==> config.mk <==
export PLATFORM = sky130hd
export DESIGN_NAME = irq_event_gen
export DESIGN_NICKNAME = d
export VERILOG_FILES = /design/src/rtl/irq_evt_pkg.sv /design/src/rtl/evt_rst_sync.sv /design/src/rtl/evt_timer.sv /design/src/rtl/evt_pin_edge.sv /design/src/rtl/evt_brk.sv /design/src/rtl/irq_event_gen.sv
export SDC_FILE = /design/constraint.sdc
export NUM_CORES = 1
export LEC_CHECK = 0
export BUFFER_PORTS_ARGS = -buffer_cell sky130_fd_sc_hd__buf_2
export CORE_MARGIN = 1.5
export CORE_UTILIZATION = 30
export CTS_BUF_LIST = sky130_fd_sc_hd__clkbuf_4 sky130_fd_sc_hd__clkbuf_8
export CTS_CLUSTER_DIAMETER = 40
export DETAILED_ROUTE_END_ITERATION = 8
export GPL_TIMING_DRIVEN = 0
export RECOVER_POWER = 25
export SKIP_LAST_GASP = 1
export SYNTH_ARGS = -nofsm -noshare
export SYNTH_HDL_FRONTEND = slang
export SYNTH_HIERARCHICAL = 1
export SYNTH_SLANG_ARGS = --single-unit
==> constraint.sdc <==
create_clock -name clk -period 3.85 [get_ports clk]
set_input_delay 0.77 -clock clk [delete_from_list [all_inputs] [get_ports clk]]
set_output_delay 0.77 -clock clk [all_outputs]
set_load 0.02 [all_outputs]
==> src/rtl/irq_evt_pkg.sv <==
package irq_evt_pkg;

  localparam int unsigned CFG_SEL_W = 2;

  typedef enum logic [CFG_SEL_W-1:0] {
    SEL_PERIOD = 2'd0,
    SEL_PINSEL = 2'd1,
    SEL_HOLD   = 2'd2,
    SEL_BRK    = 2'd3
  } evt_cfg_sel_e;

endpackage

==> src/rtl/evt_rst_sync.sv <==
module evt_rst_sync #(
  parameter int unsigned STAGES = 2
) (
  input  logic clk,
  input  logic rst_n,
  output logic rst_sync_n
);

  logic [STAGES-1:0] chain_q;

  always_ff @(posedge clk or negedge rst_n) begin
    if (!rst_n) chain_q <= '0;
    else        chain_q <= {chain_q[STAGES-2:0], 1'b1};
  end

  assign rst_sync_n = chain_q[STAGES-1];

endmodule

==> src/rtl/evt_timer.sv <==
module evt_timer #(
  parameter int unsigned CNT_W = 32
) (
  input  logic             clk,
  input  logic             rst_n,
  input  logic             wr_en,
  input  logic [CNT_W-1:0] wr_data,
  output logic             pulse_o
);

  logic [CNT_W-1:0] period_q, period_d;
  logic [CNT_W-1:0] cnt_q, cnt_d;
  logic             pulse_q, pulse_d;

  // next state
  always_comb begin
    period_d = period_q;
    cnt_d    = cnt_q;
    pulse_d  = 1'b0;
    if (wr_en) begin
      period_d = wr_data;
      cnt_d    = wr_data;
    end else if (period_q != '0) begin
      if (cnt_q <= CNT_W'(1)) begin
        cnt_d   = period_q;
        pulse_d = 1'b1;
      end else begin
        cnt_d = cnt_q - CNT_W'(1);
      end
    end
  end

  // registers
  always_ff @(posedge clk or negedge rst_n) begin
    if (!rst_n) begin
      period_q <= '0;
      cnt_q    <= '0;
      pulse_q  <= 1'b0;
    end else begin
      period_q <= period_d;
      cnt_q    <= cnt_d;
      pulse_q  <= pulse_d;
    end
  end

  assign pulse_o = pulse_q;

  // disabled timer stays silent
  a_r3_off_quiet: assert property (@(posedge clk) disable iff (!rst_n)
    (!wr_en && period_q == '0) |=> !pulse_o);

  // a write never pulses on its own edge
  a_r3_write_restart: assert property (@(posedge clk) disable iff (!rst_n)
    wr_en |=> !pulse_o);

  // pulses are one clock wide for periods above one
  a_r2_spacing: assert property (@(posedge clk) disable iff (!rst_n)
    (pulse_o && period_q > CNT_W'(1)) |=> !pulse_o);

endmodule

==> src/rtl/evt_pin_edge.sv <==
module evt_pin_edge #(
  parameter int unsigned PIN_N       = 64,
  parameter int unsigned SEL_W       = 6,
  parameter int unsigned HOLD_W      = 16,
  parameter int unsigned UNIT_LOG2   = 4,
  parameter int unsigned SYNC_STAGES = 2
) (
  input  logic              clk,
  input  logic              rst_n,
  input  logic              sel_we,
  input  logic [SEL_W-1:0]  sel_data,
  input  logic              hold_we,
  input  logic [HOLD_W-1:0] hold_data,
  input  logic [PIN_N-1:0]  pins_i,
  input  logic              ret_i,
  output logic              rise_o,
  output logic              fall_o,
  output logic              any_o
);

  localparam int unsigned HCNT_W   = HOLD_W + UNIT_LOG2;
  localparam int unsigned MIN_HOLD = 1 << UNIT_LOG2;

  logic [SEL_W-1:0]       sel_q;
  logic [HOLD_W-1:0]      hold_q;
  logic [SYNC_STAGES-1:0] sync_q;
  logic                   prev_q;
  logic [HCNT_W-1:0]      hcnt_q, hcnt_d;
  logic                   rise_q, fall_q, any_q;
  logic                   rise_d, fall_d, any_d;
  logic                   picked;
  logic [HOLD_W-1:0]      hold_eff;
  logic [HCNT_W-1:0]      hold_len;
  logic                   blocked;
  logic                   cur;

  assign picked = pins_i[sel_q];

  // settings
  always_ff @(posedge clk or negedge rst_n) begin
    if (!rst_n) begin
      sel_q  <= '0;
      hold_q <= '0;
    end else begin
      if (sel_we)  sel_q  <= sel_data;
      if (hold_we) hold_q <= hold_data;
    end
  end

  // synchronizer chain
  for (genvar s = 0; s < SYNC_STAGES; s++) begin : g_sync
    if (s == 0) begin : g_first
      always_ff @(posedge clk or negedge rst_n) begin
        if (!rst_n) sync_q[0] <= 1'b0;
        else        sync_q[0] <= picked;
      end
    end else begin : g_next
      always_ff @(posedge clk or negedge rst_n) begin
        if (!rst_n) sync_q[s] <= 1'b0;
        else        sync_q[s] <= sync_q[s-1];
      end
    end
  end

  assign cur = sync_q[SYNC_STAGES-1];

  // next state
  always_comb begin
    hold_eff = (hold_q == '0) ? HOLD_W'(1) : hold_q;
    hold_len = {hold_eff, {UNIT_LOG2{1'b0}}};
    blocked  = (hcnt_q != '0);
    hcnt_d   = hcnt_q;
    if (ret_i)        hcnt_d = hold_len;
    else if (blocked) hcnt_d = hcnt_q - HCNT_W'(1);
    rise_d = cur & ~prev_q & ~blocked;
    fall_d = ~cur & prev_q & ~blocked;
    any_d  = rise_d | fall_d;
  end

  // registers
  always_ff @(posedge clk or negedge rst_n) begin
    if (!rst_n) begin
      prev_q <= 1'b0;
      hcnt_q <= '0;
      rise_q <= 1'b0;
      fall_q <= 1'b0;
      any_q  <= 1'b0;
    end else begin
      prev_q <= cur;
      hcnt_q <= hcnt_d;
      rise_q <= rise_d;
      fall_q <= fall_d;
      any_q  <= any_d;
    end
  end

  assign rise_o = rise_q;
  assign fall_o = fall_q;
  assign any_o  = any_q;

  // a pin cannot rise and fall in the same cycle
  a_r5_rise_fall_excl: assert property (@(posedge clk) disable iff (!rst_n)
    $onehot0({rise_o, fall_o}));

  // each directional pulse appears on the either-edge output
  a_r5_any_cover: assert property (@(posedge clk) disable iff (!rst_n)
    (rise_o || fall_o) |-> any_o);

  // the first edge after a return strobe is always suppressed
  a_r6_ret_blocks: assert property (@(posedge clk) disable iff (!rst_n)
    $past(ret_i, 2) |-> !any_o);

  // the hold-off window is never shorter than sixteen clocks
  a_r7_min_hold: assert property (@(posedge clk) disable iff (!rst_n)
    ret_i |=> (hcnt_q >= HCNT_W'(MIN_HOLD)));

endmodule

==> src/rtl/evt_brk.sv <==
module evt_brk #(
  parameter int unsigned PC_W = 20
) (
  input  logic            clk,
  input  logic            rst_n,
  input  logic            wr_en,
  input  logic [PC_W-1:0] wr_data,
  input  logic [PC_W-1:0] pc_i,
  input  logic            first_i,
  output logic            pulse_o
);

  logic [PC_W-1:0] addr_q;
  logic            pulse_q, pulse_d;

  always_comb begin
    pulse_d = first_i && (pc_i == addr_q);
  end

  always_ff @(posedge clk or negedge rst_n) begin
    if (!rst_n) begin
      addr_q  <= '0;
      pulse_q <= 1'b0;
    end else begin
      if (wr_en) addr_q <= wr_data;
      pulse_q <= pulse_d;
    end
  end

  assign pulse_o = pulse_q;

  // no breakpoint outside the first clock of an instruction
  a_r8_first_only: assert property (@(posedge clk) disable iff (!rst_n)
    !first_i |=> !pulse_o);

endmodule

==> src/rtl/irq_event_gen.sv <==
module irq_event_gen
  import irq_evt_pkg::*;
#(
  parameter int unsigned DATA_W      = 32,
  parameter int unsigned TMR_W       = 32,
  parameter int unsigned PIN_N       = 64,
  parameter int unsigned HOLD_W      = 16,
  parameter int unsigned UNIT_LOG2   = 4,
  parameter int unsigned PC_W        = 20,
  parameter int unsigned SYNC_STAGES = 2,
  parameter int unsigned RST_STAGES  = 2
) (
  input  logic                 clk,
  input  logic                 rst_n,
  input  logic                 cfg_we,
  input  logic [CFG_SEL_W-1:0] cfg_sel,
  input  logic [DATA_W-1:0]    cfg_wdata,
  input  logic [PIN_N-1:0]     pins_i,
  input  logic [PC_W-1:0]      pc_i,
  input  logic                 instr_first_i,
  input  logic                 pin_ret_i,
  output logic                 tmr_pulse_o,
  output logic                 edge_rise_o,
  output logic                 edge_fall_o,
  output logic                 edge_any_o,
  output logic                 brk_pulse_o
);

  localparam int unsigned SEL_W = $clog2(PIN_N);

  logic rst_q_n;
  logic we_period, we_pinsel, we_hold, we_brk;

  evt_rst_sync #(.STAGES(RST_STAGES)) u_rst (
    .clk       (clk),
    .rst_n     (rst_n),
    .rst_sync_n(rst_q_n)
  );

  always_comb begin
    we_period = cfg_we && (evt_cfg_sel_e'(cfg_sel) == SEL_PERIOD);
    we_pinsel = cfg_we && (evt_cfg_sel_e'(cfg_sel) == SEL_PINSEL);
    we_hold   = cfg_we && (evt_cfg_sel_e'(cfg_sel) == SEL_HOLD);
    we_brk    = cfg_we && (evt_cfg_sel_e'(cfg_sel) == SEL_BRK);
  end

  evt_timer #(.CNT_W(TMR_W)) u_timer (
    .clk    (clk),
    .rst_n  (rst_q_n),
    .wr_en  (we_period),
    .wr_data(cfg_wdata[TMR_W-1:0]),
    .pulse_o(tmr_pulse_o)
  );

  evt_pin_edge #(
    .PIN_N      (PIN_N),
    .SEL_W      (SEL_W),
    .HOLD_W     (HOLD_W),
    .UNIT_LOG2  (UNIT_LOG2),
    .SYNC_STAGES(SYNC_STAGES)
  ) u_pin (
    .clk      (clk),
    .rst_n    (rst_q_n),
    .sel_we   (we_pinsel),
    .sel_data (cfg_wdata[SEL_W-1:0]),
    .hold_we  (we_hold),
    .hold_data(cfg_wdata[HOLD_W-1:0]),
    .pins_i   (pins_i),
    .ret_i    (pin_ret_i),
    .rise_o   (edge_rise_o),
    .fall_o   (edge_fall_o),
    .any_o    (edge_any_o)
  );

  evt_brk #(.PC_W(PC_W)) u_brk (
    .clk    (clk),
    .rst_n  (rst_q_n),
    .wr_en  (we_brk),
    .wr_data(cfg_wdata[PC_W-1:0]),
    .pc_i   (pc_i),
    .first_i(instr_first_i),
    .pulse_o(brk_pulse_o)
  );

  // outputs held low while the internal reset is active
  always @(posedge clk) begin
    if (!rst_q_n) begin
      a_r1_reset_quiet: assert (!(tmr_pulse_o || edge_rise_o || edge_fall_o ||
                                  edge_any_o || brk_pulse_o));
    end
  end

endmodule

## Word level (Yosys, flattened, before mapping)

Index checks and enable logic that the tools add are counted.

- Bits in registers: 136
- Input port bits: 123
- Word-level logic and storage cells: 53
- Output and inout port bits: 5

- Bitwise gates (word level): 8
- Add/sub/neg operators: 2
- Reductions and logical operators: 11
- Magnitude comparators: 2
- Equal/unequal tests: 4
- Multiplexer cells: 11

Operator list:

| kind | count |
|---|---|
| 32-bit two-way mux | 3 |
| 20-bit two-way mux | 2 |
| 32-bit by 1-bit <= comparator with 1-bit output (second input constant) | 1 |
| 32-bit nonzero test | 1 |
| 32-bit by 1-bit subtractor with 32-bit output (second input constant) | 1 |
| 20-bit == test | 1 |
| 20-bit nonzero test | 1 |
| 20-bit by 1-bit subtractor with 20-bit output (second input constant) | 1 |
| 16-bit logical NOT | 1 |
| 16-bit two-way mux | 1 |
| 6-bit by 7-bit < comparator with 1-bit output (second input constant) | 1 |
| 1-bit binary-select mux with 6-bit select | 1 |
| 1-bit logical AND | 5 |
| 1-bit AND | 4 |
| 2-bit == test (second input constant) | 2 |
| 1-bit two-way mux | 4 |
| 2-bit nonzero test | 2 |
| 1-bit inverter | 3 |
| 2-bit by 1-bit == test with 1-bit output (second input constant) | 1 |
| 2-bit logical NOT | 1 |
| 1-bit bitwise OR | 1 |

## Depth between registers and ports, before layout

- Word-level depth: 4
- Gate-level depth with buffers: 9

## Cells and area by module

Netlist, hierarchy kept.

Modules (own cells, without submodules):

| module | cells an instance | area each (µm²) | seq. area each (µm²) | times used |
|---|---|---|---|---|
| evt_timer | 409 | 3623.5 | 1626.6 | 1 |
| evt_pin_edge | 242 | 2785.2 | 1201.2 | 1 |
| evt_brk | 70 | 984.7 | 525.5 | 1 |
| evt_rst_sync | 3 | 53.8 | 50.0 | 1 |
| irq_event_gen | 4 | 37.5 | 0.0 | 1 |

## Worst setup path after synthesis

OpenSTA, ideal clock, no wires.

- Kind: register -> register
- From: reg u_timer.cnt_q[28]
- To: reg u_timer.cnt_q[19]
- Setup slack: 1.454 ns
- Library setup time: 0.065 ns
- Arrival time: 2.331 ns
- Stages on the path, launching flop included: 7
- Clock period less this slack: 2.396 ns
- Data required time: 3.785 ns
- Buffers on the path: 0
- Path through: dfrtp_1 -> or4_4 -> or4_4 -> nor4_4 -> a211oi_1 -> a2111oi_0 -> a21o_1

- Word-level cells in the longest chain between the ends: 4

RTL lines:

| item | line | source |
|---|---|---|
| from (decl) | evt_timer.sv:12 | `logic [CNT_W-1:0] cnt_q, cnt_d;` |
| from (signal assigned) | evt_timer.sv:41 | `cnt_q <= cnt_d;` |
| 32-bit by 1-bit <= comparator with 1-bit output | evt_timer.sv:24 | `if (cnt_q <= CNT_W'(1)) begin` |
| 32-bit two-way mux | evt_timer.sv:24 |  |
| 32-bit two-way mux | evt_timer.sv:23 | `end else if (period_q != '0) begin` |
| 32-bit two-way mux | evt_timer.sv:20 | `if (wr_en) begin` |

Every way passes these cells. The select of a mux whose other input is x is not followed.
A chain may end at the register's enable or synchronous reset.

## Final worst setup path

- From: in cfg_sel[0]
- To: reg u_timer.period_q[15]

- Word-level cells in the longest chain between the ends: 2

RTL lines:

| item | line | source |
|---|---|---|
| from (decl) | irq_event_gen.sv:16 | `input logic [CFG_SEL_W-1:0] cfg_sel,` |
| 2-bit logical NOT | irq_event_gen.sv:41 | `we_period = cfg_we && (evt_cfg_sel_e'(cfg_sel) == SEL_PERIOD);` |
| 1-bit logical AND | irq_event_gen.sv:41 |  |
| net we_period | irq_event_gen.sv:32 | `logic we_period, we_pinsel, we_hold, we_brk;` |
| to (signal assigned) | evt_timer.sv:40 | `period_q <= period_d;` |
| to (decl) | evt_timer.sv:11 | `logic [CNT_W-1:0] period_q, period_d;` |

The timed path passes the listed nets, and every way through them passes these cells.

==> results by group <==
Run status
  • Outcome: complete, no violations

STA
  • Period utilization: 80.7%
  • Crit path time final: 3.11 ns
  • Final Hold Fails: 0
  • Slew HR: 36.6%
  • Worst Slack Setup Final: 0.744 ns
  • Layout Skew: 0.00978 ns
  • Highest Clock Rate: 322 MHz
  • Worst-Margin Slew: 0.951 ns
  • Total negative slack: 0 ns
  • RSZ-0062 raised after global routing: false
  • Count of final max-slew check failures: 0
  • Setup violations, final: 0

CTS
  • CTS tree: yes
  • H-tree Lvls: 4
  • Clock Sinks: 136
  • Post-CTS sizing: 0
  • Clock-pin slew on the worst setup and hold paths: 0.07 ns
  • CTS buffer count: 17
  • Root Buffer: clkbuf_8
  • Hold_buf cts: 0
  • Setup Buffers After CTS: 0
  • Clock Path Buffers: 2
  • Clock latency on the worst-skew pair: 0.46 ns

Synthesis
  • Post-synthesis cell count: 728
  • Main synth FF type: dfrtp_1
  • Synth Cell Area: 0.00748 mm2
  • Ys async rst share: 100%
  • Yosys cell types: 74
  • Synth warn: 6
  • Syn_nets: 855
  • Yosys reg bits: 136
  • Number of synthesized flops with an enable pin: 0
  • Post-Syn Area per Cell: 10.3 um2
  • Seq/Total Area, Yosys: 45.5%

Setup path
  • CP Launch Type: input port
  • CP arrival: 3.47 ns
  • CP Capture Type: flip-flop
  • Crit Path Class: in2reg
  • CP Max Fanout: 10
  • Critical path required time: 4.22 ns

Drt
  • Final ANT Viol Nets: 0
  • Wl on met1: 10.9 mm
  • DRC violations left: 0
  • Starting DRT DRC Count: 396
  • Met2 wire length: 10.4 mm
  • Met3 WL post-DR: 1.16 mm
  • Routed Wire Length: 22.9 mm
  • WL/cell: 18.9 um
  • Vias/cell: 5.40
  • DR vias: 6548
  • Initial DRT Pass Iterations: 5
  • Top layer reached by signal wires: met4

Floorplan
  • Initial Util: 30.7%
  • Die H: 161 um
  • Die width: 161 um
  • Core Area: 0.0244 mm2
  • Die area: 0.0259 mm2
  • Number of primary I/O pins: 128
  • Row count: 57

Finish
  • Layout Nets: 1002
  • Layout area overhead: 19.9%
  • Utilization after layout: 36.8%
  • Fillers: 2503
  • Share of layout cells above drive strength 1: 29.1%
  • Final non-filler cell area: 0.00898 mm2

Power
  • Maximum VDD drop: 0.241 mV
  • Final Total Pwr: 4.21 mW
  • Cell-internal power: 2.81 mW
  • Sw frac: 33.4%
  • Psw: 1.41 mW
  • Share of power burned in registers: 47.7%
  • Pleak: 3.76 nW
  • Clock power share: 28.7%
  • Cell Pwr Density: 469 mW/mm2
  • Gate power share: 23.5%

Global routing
  • Largest net degree at the start of global routing: 69
  • Vias in the first global route: 6553
  • GRT overflow: 0
  • First-pass GRT wire length: 36.3 mm
  • Total GRT Usage: 18.2%
  • Initial antenna violation count: 0

Placed design
  • Place WS: 0.349 ns
  • Placed Area: 0.00858 mm2
  • Routability Congestion: 0.852
  • DPL Wire Length: 16.9 mm
  • Port bufs: 126

Flow run
  • Max Cap Viol: 0

Worst hold path
  • Worst Hold Class: in2async
-- power by group through the flow --
stage	combinational, mW	clock, mW	sequential, mW
2_1_floorplan	0.718	0	1.96
3_3_place_gp	0.936	0	2.04
3_5_place_dp	0.987	0	2.03
4_1_cts	0.993	1.24	2.00
5_1_grt	1.11	1.29	2.05
6_report	0.992	1.21	2.01
-- through the flow --
step	hold WS (ns)	instances
floorplan	0.331	728
global placement	0.335	1178
detailed placement	0.224	1180
CTS	0.0577	1212
global route	0.0661	1212
finish	0.0881	1213
-- routing by layer --
layer	track usage (%)	vias to the layer above
met2	28.1	244
li1	-	3006
met3	3.10	38
met4	6.82	0
met1	25.6	3260
met5	0	-
-- flip-flops by register name, summed over array words and instances, names as in the netlist --
name and flops:
u_brk/addr_q 20, u_brk/pulse_o 1, u_pin/any_o 1, u_pin/cur 1, u_pin/fall_o 1, u_pin/hcnt_q 20, u_pin/hold_q 16, u_pin/prev_q 1
u_pin/rise_o 1, u_pin/sel_q 6, u_pin/sync_q 1, u_rst/chain_q 2, u_timer/cnt_q 32, u_timer/period_q 32, u_timer/pulse_o 1
-- cell usage after synthesis (all sizes together) (16+ instances only) --
cell type  number  area, um2
nor4           33        249
buf            16       96.3
clkbuf         21       78.8
mux2           52        586
dfrtp         136       3400
a21oi          21        105
nand2          71        267
nor2           46        173
xor2           18        158
xnor2          19        166
nand3          19       95.1
inv            33        124
o21ai          51        255
nor3           20        128
-- cell usage in the layout, fill, tap and decap left out, drive strengths merged, types with 7 or more instances in the layout --
cell type,count
dfrtp,136
nor2,46
clkinv,7
nor3,20
nand2,71
mux2,52
or4,9
xor2,18
o211ai,15
nand3,19
inv,36
a22oi,9
buf,143
nor4,33
nand4,11
o21ai,51
clkbuf,41
a21oi,21
mux4,15
o31ai,9
xnor2,19
nor3b,7
-- cell type report --
class / instances / area, um2 / area share (%)
diodes: 1 / 2.50 / 0.0279
plain buffers: 37 / 175 / 1.95
clock buffers: 19 / 255 / 2.84
clock inverters: 13 / 145 / 1.62
inverters: 34 / 128 / 1.42
multi-input cells: 521 / 3780 / 42.1
flip-flops and latches: 136 / 3400 / 37.9
well taps: 324 / 405 / 4.52
repair buffers: 128 / 684 / 7.62
-- worst max-delay path, stage by stage --
cell and delay [ns]:
buf_2 0.12, nor3b_2 0.17, clkbuf_1 0.50, clkbuf_1 0.44, clkbuf_1 0.51, buf_1 0.58, nand2_1 0.23, o21ai_0 0.13
-- cell families (layout without fill, tap and decap cells) --
kind of cell | after synthesis | in the layout | share of synthesized area (%)
fa+ha+maj | 4 | 4 | 0.669
flops | 136 | 136 | 45.5
xor+xnor | 37 | 37 | 4.33
simple gates | 249 | 249 | 18.0
compound gates | 159 | 159 | 14.6
other cells | 1 | 2 | 0.0501
mux | 71 | 71 | 12.9
buf+inv | 71 | 231 | 4.05
-- worst paths after layout --
check	startpoint	end	slack (ns)	cells after the start
worst max-delay path	cfg_sel[0]	u_timer/period_q[15]	0.74	8
worst max register to register	u_timer/cnt_q[28]	u_timer/cnt_q[12]	0.83	6
min in group clk	u_rst/chain_q[0]	u_rst/chain_q[1]	0.35	0
max in group asynchronous	u_rst/chain_q[1]	u_pin/hcnt_q[7]	2.61	1
worst min register to register	u_rst/chain_q[0]	u_rst/chain_q[1]	0.35	0
worst min-delay path	rst_n	u_rst/chain_q[0]	0.09	1
(Power assumes the default switching activity.)
